File: src/rtl/rx_gate_pkg.sv
package rx_gate_pkg;

  localparam int unsigned DA_BYTES      = 6;
  localparam int unsigned OVERHEAD      = 18;
  localparam int unsigned UCAST_EN_BIT  = 28;
  localparam logic [31:0] LIMIT_DEFAULT = 32'h0040_05DC;

  typedef enum logic [1:0] {
    SEL_ADDR_LO = 2'd0,
    SEL_ADDR_HI = 2'd1,
    SEL_LIMITS  = 2'd2,
    SEL_CTRL    = 2'd3
  } cfg_sel_e;

  // Station byte k from the two address words.
  function automatic logic [7:0] sta_byte(input logic [31:0] lo,
                                          input logic [31:0] hi,
                                          input logic [2:0]  k);
    logic [7:0] b;
    case (k)
      3'd0:    b = lo[7:0];
      3'd1:    b = lo[15:8];
      3'd2:    b = lo[23:16];
      3'd3:    b = lo[31:24];
      3'd4:    b = hi[23:16];
      default: b = hi[31:24];
    endcase
    return b;
  endfunction

  // Largest accepted frame: payload maximum plus header and checksum.
  function automatic logic [16:0] upper_len(input logic [15:0] max_payload);
    return {1'b0, max_payload} + 17'(OVERHEAD);
  endfunction

  function automatic logic length_fits(input logic [15:0] cnt,
                                       input logic [31:0] limits);
    return (cnt >= limits[31:16]) && ({1'b0, cnt} <= upper_len(limits[15:0]));
  endfunction

endpackage

File: src/rtl/rx_gate_regs.sv
module rx_gate_regs
  import rx_gate_pkg::*;
#(
  parameter int unsigned DW = 32
) (
  input  logic          clk,
  input  logic          rst_n,
  input  logic          we,
  input  logic [1:0]    sel,
  input  logic [DW-1:0] wdata,
  output logic [DW-1:0] rdata,
  output logic [31:0]   addr_lo,
  output logic [31:0]   addr_hi,
  output logic [31:0]   limits,
  output logic          ucast_en
);

  cfg_sel_e sel_e;
  assign sel_e = cfg_sel_e'(sel);

  always_ff @(posedge clk) begin
    if (!rst_n) begin
      addr_lo  <= '0;
      addr_hi  <= '0;
      limits   <= LIMIT_DEFAULT;
      ucast_en <= 1'b0;
    end else if (we) begin
      case (sel_e)
        SEL_ADDR_LO: addr_lo  <= wdata[31:0];
        SEL_ADDR_HI: addr_hi  <= {wdata[31:16], 16'h0000};
        SEL_LIMITS:  limits   <= wdata[31:0];
        default:     ucast_en <= wdata[UCAST_EN_BIT];
      endcase
    end
  end

  always_comb begin
    case (sel_e)
      SEL_ADDR_LO: rdata = addr_lo;
      SEL_ADDR_HI: rdata = addr_hi;
      SEL_LIMITS:  rdata = limits;
      default: begin
        rdata = '0;
        rdata[UCAST_EN_BIT] = ucast_en;
      end
    endcase
  end

  // a limits write is visible on the next cycle
  a_r2_limits_write: assert property (@(posedge clk) disable iff (!rst_n)
    (we && sel == SEL_LIMITS) |=> (limits == $past(wdata[31:0])));

endmodule

File: src/rtl/rx_gate_addr.sv
module rx_gate_addr
  import rx_gate_pkg::*;
(
  input  logic        clk,
  input  logic        rst_n,
  input  logic        beat,
  input  logic        first,
  input  logic [7:0]  data,
  input  logic [31:0] addr_lo,
  input  logic [31:0] addr_hi,
  output logic [2:0]  nxt_idx,
  output logic        nxt_match,
  output logic        nxt_group
);

  logic [2:0] idx_q;
  logic       match_q;
  logic       group_q;

  always_comb begin
    nxt_idx   = idx_q;
    nxt_match = match_q;
    nxt_group = group_q;
    if (beat) begin
      if (first) begin
        nxt_idx   = 3'd1;
        nxt_match = (data == sta_byte(addr_lo, addr_hi, 3'd0));
        nxt_group = data[0];
      end else if (idx_q < 3'(DA_BYTES)) begin
        nxt_idx   = idx_q + 3'd1;
        nxt_match = match_q && (data == sta_byte(addr_lo, addr_hi, idx_q));
      end
    end
  end

  always_ff @(posedge clk) begin
    if (!rst_n) begin
      idx_q   <= '0;
      match_q <= 1'b0;
      group_q <= 1'b0;
    end else begin
      idx_q   <= nxt_idx;
      match_q <= nxt_match;
      group_q <= nxt_group;
    end
  end

  // the group bit of a start byte is captured
  a_r8_group_capture: assert property (@(posedge clk) disable iff (!rst_n)
    (beat && first && data[0]) |=> group_q);

  // the destination index never passes six
  a_r3_idx_bound: assert property (@(posedge clk) disable iff (!rst_n)
    idx_q <= 3'(DA_BYTES));

endmodule

File: src/rtl/rx_gate_len.sv
module rx_gate_len #(
  parameter int unsigned CNT_W = 16
) (
  input  logic             clk,
  input  logic             rst_n,
  input  logic             beat,
  input  logic             first,
  output logic [CNT_W-1:0] nxt_cnt
);

  localparam logic [CNT_W-1:0] CNT_MAX = '1;

  logic [CNT_W-1:0] cnt_q;

  always_comb begin
    nxt_cnt = cnt_q;
    if (beat) begin
      if (first)                nxt_cnt = CNT_W'(1);
      else if (cnt_q != CNT_MAX) nxt_cnt = cnt_q + CNT_W'(1);
    end
  end

  always_ff @(posedge clk) begin
    if (!rst_n) cnt_q <= '0;
    else        cnt_q <= nxt_cnt;
  end

  // a start byte counts as the first byte
  a_r5_start_counts_one: assert property (@(posedge clk) disable iff (!rst_n)
    (beat && first) |=> (cnt_q == CNT_W'(1)));

endmodule

File: src/rtl/rx_frame_gate.sv
module rx_frame_gate
  import rx_gate_pkg::*;
#(
  parameter int unsigned CNT_W = 16
) (
  input  logic        clk,
  input  logic        rst_n,
  input  logic        cfg_we,
  input  logic [1:0]  cfg_sel,
  input  logic [31:0] cfg_wdata,
  output logic [31:0] cfg_rdata,
  input  logic        rx_valid,
  input  logic [7:0]  rx_data,
  input  logic        rx_sof,
  input  logic        rx_eof,
  output logic        frm_pass,
  output logic        frm_drop
);

  logic [31:0]      addr_lo, addr_hi, limits;
  logic             ucast_en;
  logic             in_frame;
  logic             beat, first, done;
  logic [2:0]       nxt_idx;
  logic             nxt_match, nxt_group;
  logic [CNT_W-1:0] nxt_cnt;
  logic             addr_ok, len_ok;

  assign beat  = rx_valid && (rx_sof || in_frame);
  assign first = rx_valid && rx_sof;
  assign done  = beat && rx_eof;

  rx_gate_regs #(.DW(32)) u_regs (
    .clk(clk), .rst_n(rst_n), .we(cfg_we), .sel(cfg_sel), .wdata(cfg_wdata),
    .rdata(cfg_rdata), .addr_lo(addr_lo), .addr_hi(addr_hi), .limits(limits),
    .ucast_en(ucast_en)
  );

  rx_gate_addr u_addr (
    .clk(clk), .rst_n(rst_n), .beat(beat), .first(first), .data(rx_data),
    .addr_lo(addr_lo), .addr_hi(addr_hi), .nxt_idx(nxt_idx),
    .nxt_match(nxt_match), .nxt_group(nxt_group)
  );

  rx_gate_len #(.CNT_W(CNT_W)) u_len (
    .clk(clk), .rst_n(rst_n), .beat(beat), .first(first), .nxt_cnt(nxt_cnt)
  );

  assign addr_ok = !ucast_en || nxt_group ||
                   ((nxt_idx == 3'(DA_BYTES)) && nxt_match);
  assign len_ok  = length_fits(16'(nxt_cnt), limits);

  always_ff @(posedge clk) begin
    if (!rst_n) begin
      in_frame <= 1'b0;
      frm_pass <= 1'b0;
      frm_drop <= 1'b0;
    end else begin
      if (beat) in_frame <= !rx_eof;
      frm_pass <= done && addr_ok && len_ok;
      frm_drop <= done && !(addr_ok && len_ok);
    end
  end

  // the two verdicts never coincide
  a_r9_exclusive: assert property (@(posedge clk) disable iff (!rst_n)
    !(frm_pass && frm_drop));

  // a verdict only follows an end-marked byte
  a_r9_after_eof: assert property (@(posedge clk) disable iff (!rst_n)
    (frm_pass || frm_drop) |-> $past(rx_valid && rx_eof));

  // a closed frame with a stray byte gives no verdict
  a_r9_stray_ignored: assert property (@(posedge clk) disable iff (!rst_n)
    (!in_frame && rx_valid && !rx_sof) |=> !(frm_pass || frm_drop));

endmodule

File: config.mk
export PLATFORM = sky130hd
export DESIGN_NAME = rx_frame_gate
export DESIGN_NICKNAME = d
export VERILOG_FILES = /design/src/rtl/rx_gate_pkg.sv /design/src/rtl/rx_gate_regs.sv /design/src/rtl/rx_gate_addr.sv /design/src/rtl/rx_gate_len.sv /design/src/rtl/rx_frame_gate.sv
export SDC_FILE = /design/constraint.sdc
export NUM_CORES = 1
export LEC_CHECK = 0
export ABC_CLOCK_PERIOD_IN_PS = 3610
export CAP_MARGIN = 25
export CELL_PAD_IN_SITES_DETAIL_PLACEMENT = 1
export CELL_PAD_IN_SITES_GLOBAL_PLACEMENT = 1
export CORE_MARGIN = 2
export CORE_UTILIZATION = 37
export CTS_CLUSTER_SIZE = 30
export DETAILED_ROUTE_END_ITERATION = 10
export PLACE_DENSITY_LB_ADDON = 0.25
export SYNTH_ARGS = -nofsm -noshare
export SYNTH_HDL_FRONTEND = slang
export SYNTH_SLANG_ARGS = --single-unit
File: constraint.sdc
create_clock -name clk -period 3.61 [get_ports clk]
set_input_delay 0.361 -clock clk [delete_from_list [all_inputs] [get_ports clk]]
set_output_delay 0.361 -clock clk [all_outputs]
set_load 0.01 [all_outputs]
Word level (Yosys, flattened, before mapping)
Index checks and enable logic that the tools add are counted.
- output and inout bits: 34
- bits in latches: 0
- ROM bits: 0
- bits of input ports: 48
- word-level logic and storage cells: 69
- flip-flop bits (word level): 105
- memories kept: 0
- memory bits (writable): 0
- bitwise logic cells: 1
- shifts and indexed selects: 0
- mux-type cells: 18
- multipliers: 0
- add/subtract/negate cells: 3
- equal/unequal tests: 10
- reductions and logical operators: 23
- $lt $le $gt $ge: 3
- divide/modulo/power cells: 0
- operators by type and width (kind ; count):
    32-bit case mux with 3 select lines ; 1
    16-bit two-way mux ; 3
    8-bit two-way mux ; 5
    8-bit case mux with 5 select lines ; 1
    16-bit by 5-bit adder with 17-bit output (second input constant) ; 1
    16-bit by 17-bit less-or-equal comparator with 1-bit output ; 1
    16-bit by 1-bit adder with 16-bit output (second input constant) ; 1
    8-bit equality test ; 2
    16-bit greater-or-equal comparator ; 1
    16-bit inequality test (second input constant) ; 1
    1-bit logical AND ; 10
    3-bit two-way mux ; 3
    2-bit AND reduction ; 4
    3-bit by 2-bit equality test with 1-bit output (second input constant) ; 2
    3-bit equality test (second input constant) ; 2
    1-bit two-way mux ; 5
    3-bit by 1-bit adder with 3-bit output (second input constant) ; 1
    3-bit by 1-bit equality test with 1-bit output (second input constant) ; 1
    1-bit zero test ; 3
    3-bit zero test ; 1
    1-bit logical OR ; 3
    3-bit < comparator (second input constant) ; 1
    3-bit OR reduction ; 1
    2-bit by 1-bit equality test with 1-bit output (second input constant) ; 1
    other kinds (3) ; 3

Depth between registers and ports, before layout
- word-level depth: 15
- depth in mapped cells: 18
- gate-level depth less buffers: 17

Modules after synthesis
From an unflattened synthesis, not the netlist that was laid out.
- cells, all modules: 792
- area, all modules: 6934.2 µm²
- by module, submodules not included (module ; instances ; area an instance (µm²) ; cells each):
    rx_gate_regs ; 1 ; 3838.7 ; 405
    rx_frame_gate ; 1 ; 1118.6 ; 139
    rx_gate_len ; 1 ; 1011.0 ; 129
    rx_gate_addr ; 1 ; 965.9 ; 119

Worst setup path after synthesis
OpenSTA, ideal clock, no wires.
- path type: reg2reg
- from: register u_len.cnt_q[0]
- to: register frm_drop
- setup time: 0.114 ns
- cell stages (with the launch flop): 18
- clock period less this slack: 3.751 ns
- data arrival time: 3.637 ns
- path buffers: 1
- path slack: -0.141 ns
- required time: 3.496 ns
- cells stage by stage: dfxtp_1 -> ha_1 -> nand3_2 -> or4_1 -> buf_4 -> o211ai_1 -> nor2_1 -> xnor2_1 -> nor2_1 -> ha_1 -> o21a_1 -> o21ai_0 -> a31oi_1 -> a2111o_1 -> a311o_1 -> a31oi_1 -> o211ai_2 -> and2b_1
- word-level cells in the longest chain between the ends: 9
- elaborated cells between the ends (all ways): 11
- ends and longest elaborated chain (element ; line ; source):
    start: declaration ; rx_gate_len.sv:13 ; logic [CNT_W-1:0] cnt_q;
    start signal: assignment ; rx_gate_len.sv:25 ; else cnt_q <= nxt_cnt;
    16-bit by 1-bit adder with 16-bit output / 16-bit inequality test (equally long branches) ; rx_gate_len.sv:19 ; else if (cnt_q != CNT_MAX) nxt_cnt = cnt_q + CNT_W'(1);
    16-bit two-way mux (*) ; rx_gate_len.sv:19 ;
    16-bit two-way mux (*) ; rx_gate_len.sv:18 ; if (first) nxt_cnt = CNT_W'(1);
    16-bit two-way mux (*) ; rx_gate_len.sv:17 ; if (beat) begin
    net nxt_cnt[3] ; rx_frame_gate.sv:26 ; logic [CNT_W-1:0] nxt_cnt;
    16-bit by 17-bit less-or-equal comparator with 1-bit output / 16-bit greater-or-equal comparator (equally long branches) ; rx_gate_pkg.sv:38 ; return (cnt >= limits[31:16]) && ({1'b0, cnt} <= upper_len(limits[15:0]));
    1-bit logical AND (*) ; rx_gate_pkg.sv:38 ;
    1-bit logical AND (*) ; rx_frame_gate.sv:61 ; frm_drop <= done && !(addr_ok && len_ok);
    1-bit zero test (*) ; rx_frame_gate.sv:61 ;
    1-bit logical AND (*) ; rx_frame_gate.sv:61 ;
    end signal: assignment ; rx_frame_gate.sv:61 ;
    end: declaration ; rx_frame_gate.sv:17 ; output logic frm_drop
Mark *: on every way through the listed nets, which the timed path passes. The rest lies on a longest branch.
A chain may end at the register's enable or synchronous reset.

Worst setup path in the final report
Same ends and word-level chain as after synthesis.

==> flow_metrics.py <==
metrics = {
    "drt": {
        "first_pass_iters": 6,
        "vias": 6511,
        "drtIter0Drc": 428,
        "wl_um": 23700,
        "vias_per_cell": 5.60,
        "ant_nets": 0,
        "post-route-drc-count": 0,
        "wl_per_cell_um": 20.4,
    },
    "critical_path": {
        "worst-path-stages": 16,
        "end_kind": "flop",
        "rr_worst_depth": 16,
        "cp_max_fo": 4,
        "slowest_stage": "or4_4",
        "crit_top_cell": "nor2_1",
        "path_buf_inv": 0,
        "worst_ep_arrival_time_ns": 3.96,
        "critPathRequiredTime_ns": 3.87,
        "critical-path-max-stage-delay_ns": 0.54,
        "crit_chain": "ha_4 -> nand3_2 -> or4_4 -> o211ai_1 -> nor2_1 -> xnor2_1 -> nor2_1 -> ha_1 -> o21a_1 -> o21ai_2 -> nor4b_2 -> a2111o_1 -> a311o_1 -> a31oi_1 -> o211ai_2 -> and2b_1",
        "cp-start-kind": "flop",
        "path_class": "reg2reg",
        "cp_top_family": "compound AO/OA/AOI/OAI gates",
    },
    "floorplan": {
        "pin_count": 82,
        "die_width_um": 135,
        "die_h_um": 135,
        "die_area_um2": 18200,
        "std_cell_rows": 47,
        "start_util": 0.380,
        "core_area_um2": 16700,
    },
    "yosys": {
        "netlist_instances": 841,
        "ys_warn_count": 0,
        "syn_area_per_cell_um2": 7.54,
        "netlist_area_um2": 6340,
        "synth_fp_nets": 925,
        "synthFlopType": "dfxtp_1",
        "synthArstFlopShare": 0,
        "synth-seq-area-share": 0.331,
        "ys_types": 64,
        "synth_seq_cells": 105,
        "synth-edff-count": 0,
    },
    "timing": {
        "maxSlewHeadroom": 0.348,
        "finalSetupViolations": 1,
        "hold_viol_final": 0,
        "drv_slew": 0,
        "finalCritPeriodShare": 1.02,
        "period_minus_slack_ns": 3.70,
        "setup_slack_ns": -0.0869,
        "max_freq_mhz": 270,
        "tightest_slew_ns": 0.978,
        "clock_skew_ns": 0.0121,
        "rsz0062_at_grt": "true",
        "fin_hold_ws_ns": 0.481,
    },
    "global_routing": {
        "overflow": 0,
        "grt_pass1_wl_um": 37000,
        "grt_pass1_vias": 6747,
        "track_usage": 0.265,
        "grt_max_degree": 51,
        "antenna_found_initial": 0,
    },
    "layout": {
        "final_cell_area_um2": 8080,
        "nets": 1022,
        "area_delta_synth_final_pct": 27.3,
        "insertedDiodeCount": 0,
        "drive_above_1_share": 0.111,
    },
    "hold_path": {
        "hp-class": "reg2reg",
        "min_path_cells": 2,
    },
    "clocking": {
        "clockBufferDepth": 2,
        "cts_sinks": 105,
        "cts_htree_levels": 3,
        "clk_latency_ns": 0.37,
        "cts_root_buffer": "clkbuf_16",
        "numCtsBuffers": 9,
        "clk_pin_slew_worst_paths_ns": 0.09,
        "tritoncts": "built",
        "postCtsHoldBufs": 0,
    },
    "placement": {
        "dp_hpwl_um": 17800,
        "gp_congestion": 0.945,
        "port_buffers": 81,
        "place_ws_ns": -0.207,
        "placed_area_um2": 7650,
    },
    "run": {
        "drv_cap": 0,
    },
    "run_status": {
        "violations": "setup timing",
        "outcome": "finished, violations left",
    },
    "power": {
        "cellLeakagePower_nw": 3.11,
        "powerDensity_nw_per_um2": 331,
        "max-vdd-ir-drop_mv": 0.205,
    },
}
-- worst paths after layout --
path                       from                  to  slack (ns)
max reg2reg      u_len.cnt_q[0]            frm_drop       -0.09
min reg2reg  u_regs.addr_hi[21]  u_regs.addr_hi[21]        0.48
min          u_regs.addr_hi[21]  u_regs.addr_hi[21]        0.48
max              u_len.cnt_q[0]            frm_drop       -0.09
-- repair_timing --
| item | 4_1_cts | 5_1_grt |
|---|---|---|
| cloned | 0 | 0 |
| gates resized for setup | 9 | 4 |
| pin swaps | 18 | 20 |
| endpoints found under the setup margin | 2 | 2 |
| endpoints found under the hold margin | 0 | 0 |
| setup buffers | 5 | 2 |
-- area by class of cell --
class / instances / area, um2
timing repair buffer: 141 / 1270
fill: 2051 / 8630
inverter: 35 / 131
tap: 220 / 275
sequential: 105 / 2110
clock inverter: 7 / 80.1
multi-input combinational: 646 / 3990
clock buffer: 9 / 225
-- cell families (layout without fill, tap and decap cells) --
group / Yosys count / count (layout) / synth area share
AND/OR/NAND/NOR: 342 / 342 / 0.243
AO/OA/AOI/OAI: 197 / 197 / 0.193
flip-flops: 105 / 105 / 0.331
buffers and inverters: 90 / 192 / 0.0546
adder cells (fa/ha/maj): 37 / 37 / 0.0726
multiplexers: 37 / 37 / 0.0604
XOR/XNOR: 33 / 33 / 0.0456
-- cells in the final DEF, fill, tap and decap left out, types with 3 or more instances in the layout --
cell type,n
nor3_1,17
mux2i_1,36
o21ai_0,27
a222oi_1,9
clkbuf_16,9
nor2_1,45
a21oi_1,99
and4_1,3
nor4_1,5
inv_1,34
and2_1,9
xor2_1,19
o21a_1,6
xnor2_1,12
nor2b_1,3
clkdlybuf4s50_1,80
a211oi_1,3
buf_4,59
o211ai_1,5
nand4_1,12
and3_1,6
dfxtp_1,103
ha_1,33
a31oi_1,6
nand3_1,28
nor3b_1,3
nand2_1,191
a32oi_1,7
a21o_1,8
-- worst min-delay path: stages, from the launching register on --
cell     delay (ns)
dfxtp_1        0.33
nand2_1        0.06
a21oi_1        0.05
-- synth_stat cells, types with 7 or more instances --
master      n  area share
ha_1       36       0.071
mux2i_1    36       0.057
xnor2_1    12       0.017
nand4_1    12       0.012
nor2_1     46       0.027
clkbuf_1   49       0.029
a21oi_1   100       0.079
xor2_1     21       0.029
a32oi_1     7      0.0097
nand2_1   191        0.11
nand3_1    28       0.022
and2_1      9      0.0089
dfxtp_1   105        0.33
a222oi_1    9       0.014
a21o_1      8      0.0095
inv_1      34       0.020
o21ai_0    29       0.023
nor3_1     17       0.013
-- per-layer routing --
layer / vias up / track usage / part of all wire
met5: - / 0 / 0
met4: 0 / 0.108 / 0.034
met3: 47 / 0.0465 / 0.039
met2: 149 / 0.442 / 0.48
met1: 3183 / 0.338 / 0.45
li1: 3132 / - / -
-- per-stage QoR --
| step | total power [mW] | instances | util | setup TNS [ns] |
|---|---|---|---|---|
| after floorplan | 1.46 | 841 | - | 0 |
| after global placement | 1.66 | 1140 | 0.458 | -0.0519 |
| after detailed placement | 1.67 | 1140 | 0.458 | -0.299 |
| final | 2.67 | 1163 | 0.484 | -0.0869 |
| after CTS | 2.68 | 1161 | 0.481 | -0.0341 |
| after global routing | 2.77 | 1163 | 0.484 | -0.465 |
-- state kept, by name (all words and copies together), names as in the netlist --
signal	count
frm_drop	1
frm_pass	1
in_frame	1
u_addr.group_q	1
u_addr.idx_q	3
u_addr.match_q	1
u_len.cnt_q	16
u_regs.addr_hi	16
u_regs.addr_lo	32
u_regs.limits	32
u_regs.ucast_en	1
-- where the power goes --
group | switching (mW) | total (mW) | internal [mW]
clock | 0.530 | 1.03 | 0.496
sequential | 0.0435 | 1.24 | 1.19
combinational | 0.236 | 0.413 | 0.177
total | 0.810 | 2.67 | 1.86
No activity file was read; power rests on OpenSTA's default activity.
